[config.mk]
export PLATFORM = sky130hd
export DESIGN_NAME = nic_irq_hub
export DESIGN_NICKNAME = d
export VERILOG_FILES = /design/src/rtl/nic_irq_pkg.sv /design/src/rtl/nic_irq_decode.sv /design/src/rtl/nic_irq_rstctl.sv /design/src/rtl/nic_irq_status.sv /design/src/rtl/nic_irq_combine.sv /design/src/rtl/nic_irq_hub.sv
export SDC_FILE = /design/constraint.sdc
export NUM_CORES = 1
export LEC_CHECK = 0
export CAP_MARGIN = 0
export CORE_MARGIN = 1
export CORE_UTILIZATION = 48
export DETAILED_ROUTE_END_ITERATION = 12
export PLACE_DENSITY = 0.81
export SLEW_MARGIN = 20
export SYNTH_ARGS = -nofsm -noshare
export SYNTH_HDL_FRONTEND = slang
export SYNTH_HIERARCHICAL = 1
export SYNTH_SLANG_ARGS = --single-unit
export TNS_END_PERCENT = 1
[constraint.sdc]
create_clock -name clk -period 1.6 [get_ports clk]
set_input_delay 0.24 -clock clk [delete_from_list [all_inputs] [get_ports clk]]
set_output_delay 0.24 -clock clk [all_outputs]
set_load 0.02 [all_outputs]
[src/rtl/nic_irq_pkg.sv]
package nic_irq_pkg;

    // byte offsets on the register bus
    localparam int OFS_RST      = 'h000;
    localparam int OFS_STAT     = 'h100;
    localparam int OFS_MASK     = 'h104;
    localparam int OFS_STAT_ALT = 'h108;
    localparam int OFS_MASK_ALT = 'h10C;

    // status bit positions
    localparam int BIT_RX_HOST   = 16;
    localparam int BIT_RX_NODESC = 17;
    localparam int BIT_MGMT_SUM  = 23;
    localparam int BIT_TX_DESC   = 24;
    localparam int BIT_TX_IDLE   = 25;

    localparam int NUM_EV   = 4;
    localparam int NUM_SIDE = 2;

    // event input k lands on status bit EV_POS[k]
    localparam int EV_POS [NUM_EV] = '{BIT_RX_HOST, BIT_RX_NODESC, BIT_TX_DESC, BIT_TX_IDLE};

    localparam logic [31:0] MASK_RESET = 32'hFF7F_FFFF;

    typedef enum logic [1:0] {
        TGT_NONE,
        TGT_RST,
        TGT_STAT,
        TGT_MASK
    } tgt_e;

endpackage

[src/rtl/nic_irq_decode.sv]
module nic_irq_decode
    import nic_irq_pkg::*;
#(
    parameter int ADDR_W = 12
) (
    input  logic              req_i,
    input  logic [ADDR_W-1:0] addr_i,
    output tgt_e              tgt_o
);

    localparam logic [ADDR_W-1:0] A_RST      = ADDR_W'(OFS_RST);
    localparam logic [ADDR_W-1:0] A_STAT     = ADDR_W'(OFS_STAT);
    localparam logic [ADDR_W-1:0] A_MASK     = ADDR_W'(OFS_MASK);
    localparam logic [ADDR_W-1:0] A_STAT_ALT = ADDR_W'(OFS_STAT_ALT);
    localparam logic [ADDR_W-1:0] A_MASK_ALT = ADDR_W'(OFS_MASK_ALT);

    always_comb begin
        tgt_o = TGT_NONE;
        if (req_i) begin
            if (addr_i == A_RST) begin
                tgt_o = TGT_RST;
            end else if (addr_i == A_STAT || addr_i == A_STAT_ALT) begin
                tgt_o = TGT_STAT;
            end else if (addr_i == A_MASK || addr_i == A_MASK_ALT) begin
                tgt_o = TGT_MASK;
            end
        end
    end

endmodule

[src/rtl/nic_irq_rstctl.sv]
module nic_irq_rstctl #(
    parameter int NUM_SIDE = 2
) (
    input  logic                clk,
    input  logic                rst_n,
    input  logic                set_en_i,
    input  logic [NUM_SIDE-1:0] set_i,
    input  logic [NUM_SIDE-1:0] done_i,
    output logic [NUM_SIDE-1:0] pend_o
);

    typedef struct packed {
        logic [NUM_SIDE-1:0] pend;
    } rst_state_t;

    rst_state_t          s_d, s_q;
    logic [NUM_SIDE-1:0] pend_nxt;

    for (genvar i = 0; i < NUM_SIDE; i++) begin : g_side
        // a fresh request outranks a completion in the same cycle
        assign pend_nxt[i] = (set_en_i && set_i[i]) ? 1'b1 :
                             (done_i[i] ? 1'b0 : s_q.pend[i]);


        side_set_chk: assert property (@(posedge clk) disable iff (!rst_n)
            (set_en_i && set_i[i]) |=> pend_o[i]);

        side_done_chk: assert property (@(posedge clk) disable iff (!rst_n)
            (done_i[i] && !(set_en_i && set_i[i])) |=> !pend_o[i]);

        side_hold_chk: assert property (@(posedge clk) disable iff (!rst_n)
            (!done_i[i] && !(set_en_i && set_i[i])) |=> $stable(pend_o[i]));
    end

    always_comb begin
        s_d      = s_q;
        s_d.pend = pend_nxt;
    end

    always_ff @(posedge clk or negedge rst_n) begin
        if (!rst_n) begin
            s_q <= '0;
        end else begin
            s_q <= s_d;
        end
    end

    assign pend_o = s_q.pend;

endmodule

[src/rtl/nic_irq_status.sv]
module nic_irq_status
    import nic_irq_pkg::*;
#(
    parameter int DATA_W = 32,
    parameter int MGMT_W = 16
) (
    input  logic              clk,
    input  logic              rst_n,
    input  logic [NUM_EV-1:0] ev_i,
    input  logic              rd_clr_i,
    input  logic [MGMT_W-1:0] mgmt_ev_i,
    input  logic              mgmt_clr_i,
    output logic [DATA_W-1:0] stat_o,
    output logic [MGMT_W-1:0] mgmt_o
);

    typedef struct packed {
        logic [DATA_W-1:0] stat;
        logic [MGMT_W-1:0] mgmt;
    } stat_state_t;

    stat_state_t       s_d, s_q;
    logic [DATA_W-1:0] ev_vec;

    always_comb begin
        ev_vec = '0;
        for (int k = 0; k < NUM_EV; k++) begin
            ev_vec[EV_POS[k]] = ev_i[k];
        end
    end

    // clears apply first, then new events are ORed in so none is lost
    always_comb begin
        s_d      = s_q;
        s_d.stat = (rd_clr_i ? '0 : s_q.stat) | ev_vec;
        s_d.mgmt = (mgmt_clr_i ? '0 : s_q.mgmt) | mgmt_ev_i;
    end

    always_ff @(posedge clk or negedge rst_n) begin
        if (!rst_n) begin
            s_q <= '0;
        end else begin
            s_q <= s_d;
        end
    end

    assign stat_o = s_q.stat;
    assign mgmt_o = s_q.mgmt;

    for (genvar k = 0; k < NUM_EV; k++) begin : g_ev_chk

        ev_set_chk: assert property (@(posedge clk) disable iff (!rst_n)
            ev_i[k] |=> stat_o[EV_POS[k]]);
    end


    rd_clear_chk: assert property (@(posedge clk) disable iff (!rst_n)
        (rd_clr_i && ev_i == '0) |=> (stat_o == '0));


    mgmt_clear_chk: assert property (@(posedge clk) disable iff (!rst_n)
        (mgmt_clr_i && mgmt_ev_i == '0) |=> (mgmt_o == '0));


    mgmt_keep_chk: assert property (@(posedge clk) disable iff (!rst_n)
        (!mgmt_clr_i) |=> ((mgmt_o & $past(mgmt_o)) == $past(mgmt_o)));

endmodule

[src/rtl/nic_irq_combine.sv]
module nic_irq_combine #(
    parameter int DATA_W  = 32,
    parameter int MGMT_W  = 16,
    parameter int SUM_BIT = 23
) (
    input  logic              clk,
    input  logic              rst_n,
    input  logic [DATA_W-1:0] stat_i,
    input  logic [DATA_W-1:0] mask_i,
    input  logic [MGMT_W-1:0] mgmt_i,
    input  logic [MGMT_W-1:0] mgmt_mask_i,
    output logic              summary_o,
    output logic              irq_o
);

    localparam logic [DATA_W-1:0] SUM_SEL = DATA_W'(1) << SUM_BIT;

    typedef struct packed {
        logic irq;
    } irq_state_t;

    irq_state_t s_d, s_q;
    logic       main_hit;

    always_comb begin
        summary_o = |(mgmt_i & ~mgmt_mask_i);
        // the summary position never goes through the ordinary mask
        main_hit  = |(stat_i & ~mask_i & ~SUM_SEL);
        s_d       = s_q;
        s_d.irq   = main_hit | summary_o;
    end

    always_ff @(posedge clk or negedge rst_n) begin
        if (!rst_n) begin
            s_q <= '0;
        end else begin
            s_q <= s_d;
        end
    end

    assign irq_o = s_q.irq;


    summary_raise_chk: assert property (@(posedge clk) disable iff (!rst_n)
        (mgmt_i & ~mgmt_mask_i) != '0 |=> irq_o);


    quiet_low_chk: assert property (@(posedge clk) disable iff (!rst_n)
        ((stat_i & ~mask_i & ~SUM_SEL) == '0 && (mgmt_i & ~mgmt_mask_i) == '0) |=> !irq_o);


    main_raise_chk: assert property (@(posedge clk) disable iff (!rst_n)
        ((stat_i & ~mask_i & ~SUM_SEL) != '0) |=> irq_o);

endmodule

[src/rtl/nic_irq_hub.sv]
module nic_irq_hub
    import nic_irq_pkg::*;
#(
    parameter int ADDR_W = 12,
    parameter int DATA_W = 32,
    parameter int MGMT_W = 16
) (
    input  logic              clk,
    input  logic              rst_n,
    input  logic              bus_req,
    input  logic              bus_wr,
    input  logic [ADDR_W-1:0] bus_addr,
    input  logic [DATA_W-1:0] bus_wdata,
    output logic [DATA_W-1:0] bus_rdata,
    input  logic              ev_rx_host,
    input  logic              ev_rx_nodesc,
    input  logic              ev_tx_desc,
    input  logic              ev_tx_idle,
    input  logic              tx_rst_done,
    input  logic              rx_rst_done,
    output logic              tx_rst_req,
    output logic              rx_rst_req,
    input  logic [MGMT_W-1:0] mgmt_ev,
    input  logic              mgmt_rd,
    input  logic [MGMT_W-1:0] mgmt_mask,
    output logic [MGMT_W-1:0] mgmt_stat,
    output logic              irq
);

    localparam logic [DATA_W-1:0] SUM_SEL    = DATA_W'(1) << BIT_MGMT_SUM;
    localparam logic [DATA_W-1:0] MASK_INIT  = DATA_W'(MASK_RESET);

    typedef struct packed {
        logic [DATA_W-1:0] mask;
        logic [DATA_W-1:0] rdata;
    } hub_state_t;

    hub_state_t          s_d, s_q;
    tgt_e                tgt;
    logic                rd_en, wr_en;
    logic                rd_stat, wr_rst, wr_mask;
    logic [NUM_SIDE-1:0] pend;
    logic [DATA_W-1:0]   stat;
    logic                summary;
    logic [DATA_W-1:0]   rd_val;

    nic_irq_decode #(
        .ADDR_W (ADDR_W)
    ) u_decode (
        .req_i  (bus_req),
        .addr_i (bus_addr),
        .tgt_o  (tgt)
    );

    assign rd_en   = bus_req && !bus_wr;
    assign wr_en   = bus_req && bus_wr;
    assign rd_stat = rd_en && (tgt == TGT_STAT);
    assign wr_rst  = wr_en && (tgt == TGT_RST);
    assign wr_mask = wr_en && (tgt == TGT_MASK);

    nic_irq_rstctl #(
        .NUM_SIDE (NUM_SIDE)
    ) u_rstctl (
        .clk      (clk),
        .rst_n    (rst_n),
        .set_en_i (wr_rst),
        .set_i    (bus_wdata[NUM_SIDE-1:0]),
        .done_i   ({rx_rst_done, tx_rst_done}),
        .pend_o   (pend)
    );

    nic_irq_status #(
        .DATA_W (DATA_W),
        .MGMT_W (MGMT_W)
    ) u_status (
        .clk        (clk),
        .rst_n      (rst_n),
        .ev_i       ({ev_tx_idle, ev_tx_desc, ev_rx_nodesc, ev_rx_host}),
        .rd_clr_i   (rd_stat),
        .mgmt_ev_i  (mgmt_ev),
        .mgmt_clr_i (mgmt_rd),
        .stat_o     (stat),
        .mgmt_o     (mgmt_stat)
    );

    nic_irq_combine #(
        .DATA_W  (DATA_W),
        .MGMT_W  (MGMT_W),
        .SUM_BIT (BIT_MGMT_SUM)
    ) u_combine (
        .clk         (clk),
        .rst_n       (rst_n),
        .stat_i      (stat),
        .mask_i      (s_q.mask),
        .mgmt_i      (mgmt_stat),
        .mgmt_mask_i (mgmt_mask),
        .summary_o   (summary),
        .irq_o       (irq)
    );

    always_comb begin
        unique case (tgt)
            TGT_RST:  rd_val = DATA_W'(pend);
            TGT_STAT: rd_val = stat | (summary ? SUM_SEL : '0);
            TGT_MASK: rd_val = s_q.mask;
            default:  rd_val = '0;
        endcase
    end

    always_comb begin
        s_d = s_q;
        if (wr_mask) begin
            s_d.mask = bus_wdata;
        end
        if (rd_en) begin
            s_d.rdata = rd_val;
        end
    end

    always_ff @(posedge clk or negedge rst_n) begin
        if (!rst_n) begin
            s_q.mask  <= MASK_INIT;
            s_q.rdata <= '0;
        end else begin
            s_q <= s_d;
        end
    end

    assign bus_rdata  = s_q.rdata;
    assign tx_rst_req = pend[0];
    assign rx_rst_req = pend[1];


    mask_store_chk: assert property (@(posedge clk) disable iff (!rst_n)
        wr_mask |=> (s_q.mask == $past(bus_wdata)));


    sum_readback_chk: assert property (@(posedge clk) disable iff (!rst_n)
        rd_stat |=> (bus_rdata[BIT_MGMT_SUM] == $past(summary)));


    rdata_hold_chk: assert property (@(posedge clk) disable iff (!rst_n)
        !rd_en |=> $stable(bus_rdata));

endmodule

After elaboration in Yosys (flattened, before gate mapping)
Index checks and enable logic that the tools add are counted.
{"block": "totals", "regBits": 115, "word_cells": 49, "input_bits": 87}
{"block": "classes", "eq_ne": 7, "bitwise_logic": 8, "n_mux": 12, "reduce_logical": 15}
{"op": "32-bit one-hot mux with 3 select lines", "count": 1}
{"op": "12-bit by 9-bit equality test with 1-bit output, second input constant", "count": 4}
{"op": "32-bit AND", "count": 1}
{"op": "32-bit 2-to-1 mux", "count": 1}
{"op": "32-bit NOT", "count": 1}
{"op": "32-bit by 24-bit OR with 32-bit output", "count": 1}
{"op": "32-bit by 26-bit OR with 32-bit output", "count": 1}
{"op": "31-bit OR reduction", "count": 1}
{"op": "24-bit 2-to-1 mux", "count": 1}
{"op": "16-bit AND", "count": 1}
{"op": "16-bit 2-to-1 mux", "count": 1}
{"op": "16-bit NOT", "count": 1}
{"op": "16-bit OR", "count": 1}
{"op": "16-bit OR reduction", "count": 1}
{"op": "12-bit logical NOT", "count": 1}
{"op": "2-bit 2-to-1 mux", "count": 4}
{"op": "1-bit logical AND", "count": 7}
{"op": "2-bit equality test, second input constant", "count": 2}
{"op": "1-bit 2-to-1 mux", "count": 4}
{"op": "2-bit nonzero test", "count": 2}
{"op": "2-bit by 1-bit equality test with 1-bit output, second input constant", "count": 1}
{"op": "1-bit logical OR", "count": 2}
{"op": "1-bit logical NOT", "count": 1}
{"op": "1-bit OR", "count": 1}

Longest topological paths before layout
{"block": "logic_depth", "ltp_word": 10, "ltp_mapped": 8}

By module
Netlist, hierarchy kept.
{"module": "nic_irq_hub", "cells_each": 249, "n_inst": 1, "area_each_um2": 3139.3}
{"module": "nic_irq_status", "cells_each": 72, "n_inst": 1, "area_each_um2": 890.9}
{"module": "nic_irq_combine", "cells_each": 69, "n_inst": 1, "area_each_um2": 536.8}
{"module": "nic_irq_rstctl", "cells_each": 8, "n_inst": 1, "area_each_um2": 82.6}
{"module": "nic_irq_decode", "cells_each": 8, "n_inst": 1, "area_each_um2": 58.8}

Least setup slack after synthesis
Ideal clock, no wire load.
{"block": "synth_timing", "path_kind": "input -> register", "startpoint": "in bus_addr[9]", "endpoint": "reg s_q[55] (netlist name)", "t_required_ps": 1475, "n_path_buf": 1, "slack_ps": -898, "setup_time_ps": 125, "arrival_time_ps": 2373, "cell_stages": 5, "path_cell_list": "or4b_1 -> nor4_1 -> nand4_4 -> buf_6 -> mux2_4"}
{"block": "synth_between", "elab_chain_len": 8, "word_cells_on_any_way": 13}
{"element": "from (decl)", "line": "nic_irq_hub.sv:12", "rtl": "input logic [ADDR_W-1:0] bus_addr,"}
{"element": "12-bit by 9-bit equality test with 1-bit output", "line": "nic_irq_decode.sv:24", "rtl": "end else if (addr_i == A_MASK || addr_i == A_MASK_ALT) begin"}
{"element": "1-bit logical OR", "line": "nic_irq_decode.sv:24"}
{"element": "2-bit 2-to-1 mux", "line": "nic_irq_decode.sv:24"}
{"element": "2-bit 2-to-1 mux", "line": "nic_irq_decode.sv:22", "rtl": "end else if (addr_i == A_STAT || addr_i == A_STAT_ALT) begin"}
{"element": "2-bit 2-to-1 mux (*)", "line": "nic_irq_decode.sv:20", "rtl": "if (addr_i == A_RST) begin"}
{"element": "2-bit 2-to-1 mux (*)", "line": "nic_irq_decode.sv:19", "rtl": "if (req_i) begin"}
{"element": "via tgt[1]", "line": "nic_irq_hub.sv:39", "rtl": "tgt_e tgt;"}
{"element": "2-bit equality test (*)", "line": "nic_irq_hub.sv:59", "rtl": "assign wr_mask = wr_en && (tgt == TGT_MASK);"}
{"element": "1-bit logical AND (*)", "line": "nic_irq_hub.sv:59"}
{"element": "to (decl)", "line": "nic_irq_hub.sv:38", "rtl": "hub_state_t s_d, s_q;"}
The timed path passes the listed nets; every way through them passes the cells marked *.
A chain may end at the register's enable or synchronous reset.

Worst setup path after layout
{"block": "layout_timing", "startpoint": "in bus_addr[0]", "endpoint": "reg s_q, in the netlist bus_rdata[17]"}
{"block": "layout_between", "elab_chain_len": 8, "word_cells_on_any_way": 15}
{"element": "12-bit by 9-bit equality test with 1-bit output", "line": "nic_irq_decode.sv:24"}
{"element": "1-bit logical OR", "line": "nic_irq_decode.sv:24"}
{"element": "2-bit 2-to-1 mux", "line": "nic_irq_decode.sv:24"}
{"element": "2-bit 2-to-1 mux", "line": "nic_irq_decode.sv:22"}
{"element": "2-bit 2-to-1 mux (*)", "line": "nic_irq_decode.sv:20"}
{"element": "2-bit 2-to-1 mux (*)", "line": "nic_irq_decode.sv:19"}
{"element": "via tgt[0]", "line": "nic_irq_hub.sv:39"}
{"element": "2-bit equality test or 2-bit by 1-bit equality test with 1-bit output (tied branches)", "line": "nic_irq_hub.sv:102", "rtl": "unique case (tgt)"}
{"element": "32-bit one-hot mux with 3 select lines (*)", "line": "nic_irq_hub.sv:102"}
Marks and branches as above.

==> impl_metrics.tcl <==
set metrics [dict create \
    fmax_mhz 574 \
    holdCritPathClass "primary input to register" \
    grt_pass1_vias 3502 \
    path_delay_family "buffers and inverters" \
    cp-start-kind "primary input" \
    via_per_inst 4.88 \
    initial_core_util 0.502 \
    drtIter0Drc 145 \
    fp.dieH_um 101 \
    maxCapViolCount 0 \
    grt_antenna_before_repair 0 \
    gp_congestion 0.768 \
    drt_first_pass_iters 4 \
    cp.arrival_ns 1.99 \
    nets 624 \
    yosysWarnings 6 \
    drc 0 \
    grt_pass1_wl_um 17500 \
    drive_above_1_share 0.282 \
    setup_ws_ns -0.143 \
    worstSetupPathType "primary input to register" \
    path_clk_slew_ns 0.09 \
    drv_slew 0 \
    n_antenna_cell 0 \
    wl_um 11000 \
    synth-seq-area-share 0.471 \
    endpoint_kind "register" \
    violations "setup timing" \
    multi_input_area_um2 1990 \
    grt_use_total 0.228 \
    cts_buffers 9 \
    hold_start "bus_req" \
    reg2reg_from "u_status/mgmt_o[2]" \
    syn_area_um2 4710 \
    fillers 719 \
    finalHoldViolations 0 \
    cts.sinks 87 \
    grt_setup_unrepaired "true" \
    async_reset_ff_frac 1.00 \
    synth-seq-cells 87 \
    ys.flop_type "dfrtp_1" \
    p_leak_nw 3.18 \
    grt_max_degree 88 \
    die_w_um 101 \
    ir_drop_mv 0.522 \
    vias 3273 \
    synth_top_cell_by_area "dfrtp_1" \
    outcome "finished with violations" \
    overflow 0 \
    syn-instance-count 406 \
    slowest_delay_ns 0.55 \
    yosysUniqueCellTypes 40 \
    port_buffers 137 \
    core_um2 9370 \
    seq_area_um2 2220 \
    final_common_cell "clkdlybuf4s50_1" \
    cts_tree "built" \
    pwr_density_cell_nw_per_um2 739 \
    place_ws_ns -0.891 \
    insertion_delay_ns 0.35 \
    htree_levels 3 \
    synth_area_leaders "dfrtp_1 (30%), dfstp_2 (17%), buf_4 (9.7%)" \
    areaGrowthSynthToFinish_pct 36.8 \
    path_cells "buf_2, or4_4, a2111oi_4, buf_4, buf_12, buf_6, mux2i_1, o21ai_1" \
    synth_top_area_share 0.298 \
    routedWlPerCell_um 16.4 \
    synth_edf_count 0 \
    ioPinCount 138 \
    required_ns 1.84 \
    cp_max_fo 8 \
    finalPower_w 0.00476 \
    postRouteAntennaNets 0 \
    die-area_um2 10200 \
    dp_hpwl_um 8080 \
    cts_root_buf "clkbuf_8" \
    finClkSkew_ns 0.00674 \
    synth_area_per_cell_um2 11.6 \
    fin_crit_sh 1.09 \
    rows 35 \
    worstSetupStartpoint "bus_addr[0]" \
    critPathBufInv 4 \
    period_needed_ns 1.74 \
    setup-violations-final 64 \
    slowest_stage "or4_4" \
    final_cell_mix "clkdlybuf4s50_1 (79), dfrtp_1 (56), nand2_1 (33), dfstp_2 (31), mux2_4 (30)" \
    clk_path_buf_depth 2 \
]
[per-stage QoR]
stage / setup TNS [ns] / instance area (µm²) / cells / hold WS (ns) / util
detailed placement: -56.70 / 6100 / 651 / 0.316 / 0.651
finish: -5.26 / 6440 / 671 / 0.425 / 0.687
CTS: -6.22 / 6370 / 670 / 0.407 / 0.679
global placement: -53.51 / 6100 / 651 / 0.312 / 0.651
global route: -8.15 / 6440 / 671 / 0.427 / 0.687
floorplan: -21.34 / 4850 / 433 / -0.0556 / -
[area by class of cell]
class                   count  area share
clock buffers               9      0.0192
clock inverters             7      0.0198
inverters                  30      0.0175
multi-input cells         241       0.309
flip-flops and latches     87       0.344
well taps                 129      0.0251
repair buffers            168       0.265
[kinds of logic (layout without fill, tap and decap cells)]
| group | after synthesis | in the layout | synth area share |
|---|---|---|---|
| flops | 87 | 87 | 0.471 |
| buf+inv | 105 | 214 | 0.144 |
| mux | 63 | 63 | 0.167 |
| compound gates | 72 | 72 | 0.119 |
| other cells | 1 | 28 | 0.000796 |
| simple gates | 78 | 78 | 0.0989 |
[routing by layer]
layer	vias up	wire length [µm]	track usage	share of wire
met3	21	835	0.0687	0.076
met5	-	0	0	0
li1	1557	-	-	-
met2	123	5470	0.396	0.50
met1	1572	4530	0.266	0.41
met4	0	193	0.0792	0.018
[repair_timing]
item,CTS,global route
hold buffers,1,0
cloned,1,0
hold endpoints to repair,56,0
buffers inserted,1,1
endpoints found under the setup margin,93,91
gates resized for setup,82,29
pin swaps,9,12
[where the power goes]
group / internal, W / switching, W
registers: 0.00223 / 0.0000243
logic: 0.000331 / 0.000266
clock network: 0.00106 / 0.000841
[worst reg2reg max path, cell delays in order (launching register included)]
cell and delay [ns]:
dfrtp_1 0.39, nor2b_4 0.13, a2111oi_4 0.36, nand4_2 0.18
o311ai_0 0.33, o21ai_0 0.13
[cells in the mapped netlist, types with 8 or more instances]
cell / number
o22ai_1: 8
nand2b_1: 12
dfrtp_1: 56
dfstp_2: 31
mux2i_1: 29
nand2_1: 34
inv_1: 27
mux2_4: 30
o21ai_0: 26
buf_4: 61
a21o_1: 14
nor2b_1: 9
[state kept, by name (all words and copies together), names as in the netlist]
signal / cells
u_rstctl/pend_o: 2
u_status/stat_o: 4
u_status/mgmt_o: 16
s_q: 32
bus_rdata: 32
u_combine/irq_o: 1
[worst paths after layout]
path                                           end  slack [ns]  cells past startpoint
min in group asynchronous            bus_rdata[31]        0.45                      3
worst max register to register       bus_rdata[23]       -0.04                      5
worst max-delay path                 bus_rdata[17]       -0.14                      8
max in group asynchronous                  s_q[50]        0.76                      3
worst min register to register       bus_rdata[10]        0.49                      2
worst min-delay path            u_rstctl/pend_o[1]        0.43                      6
Power figures use the tool's default switching activity.
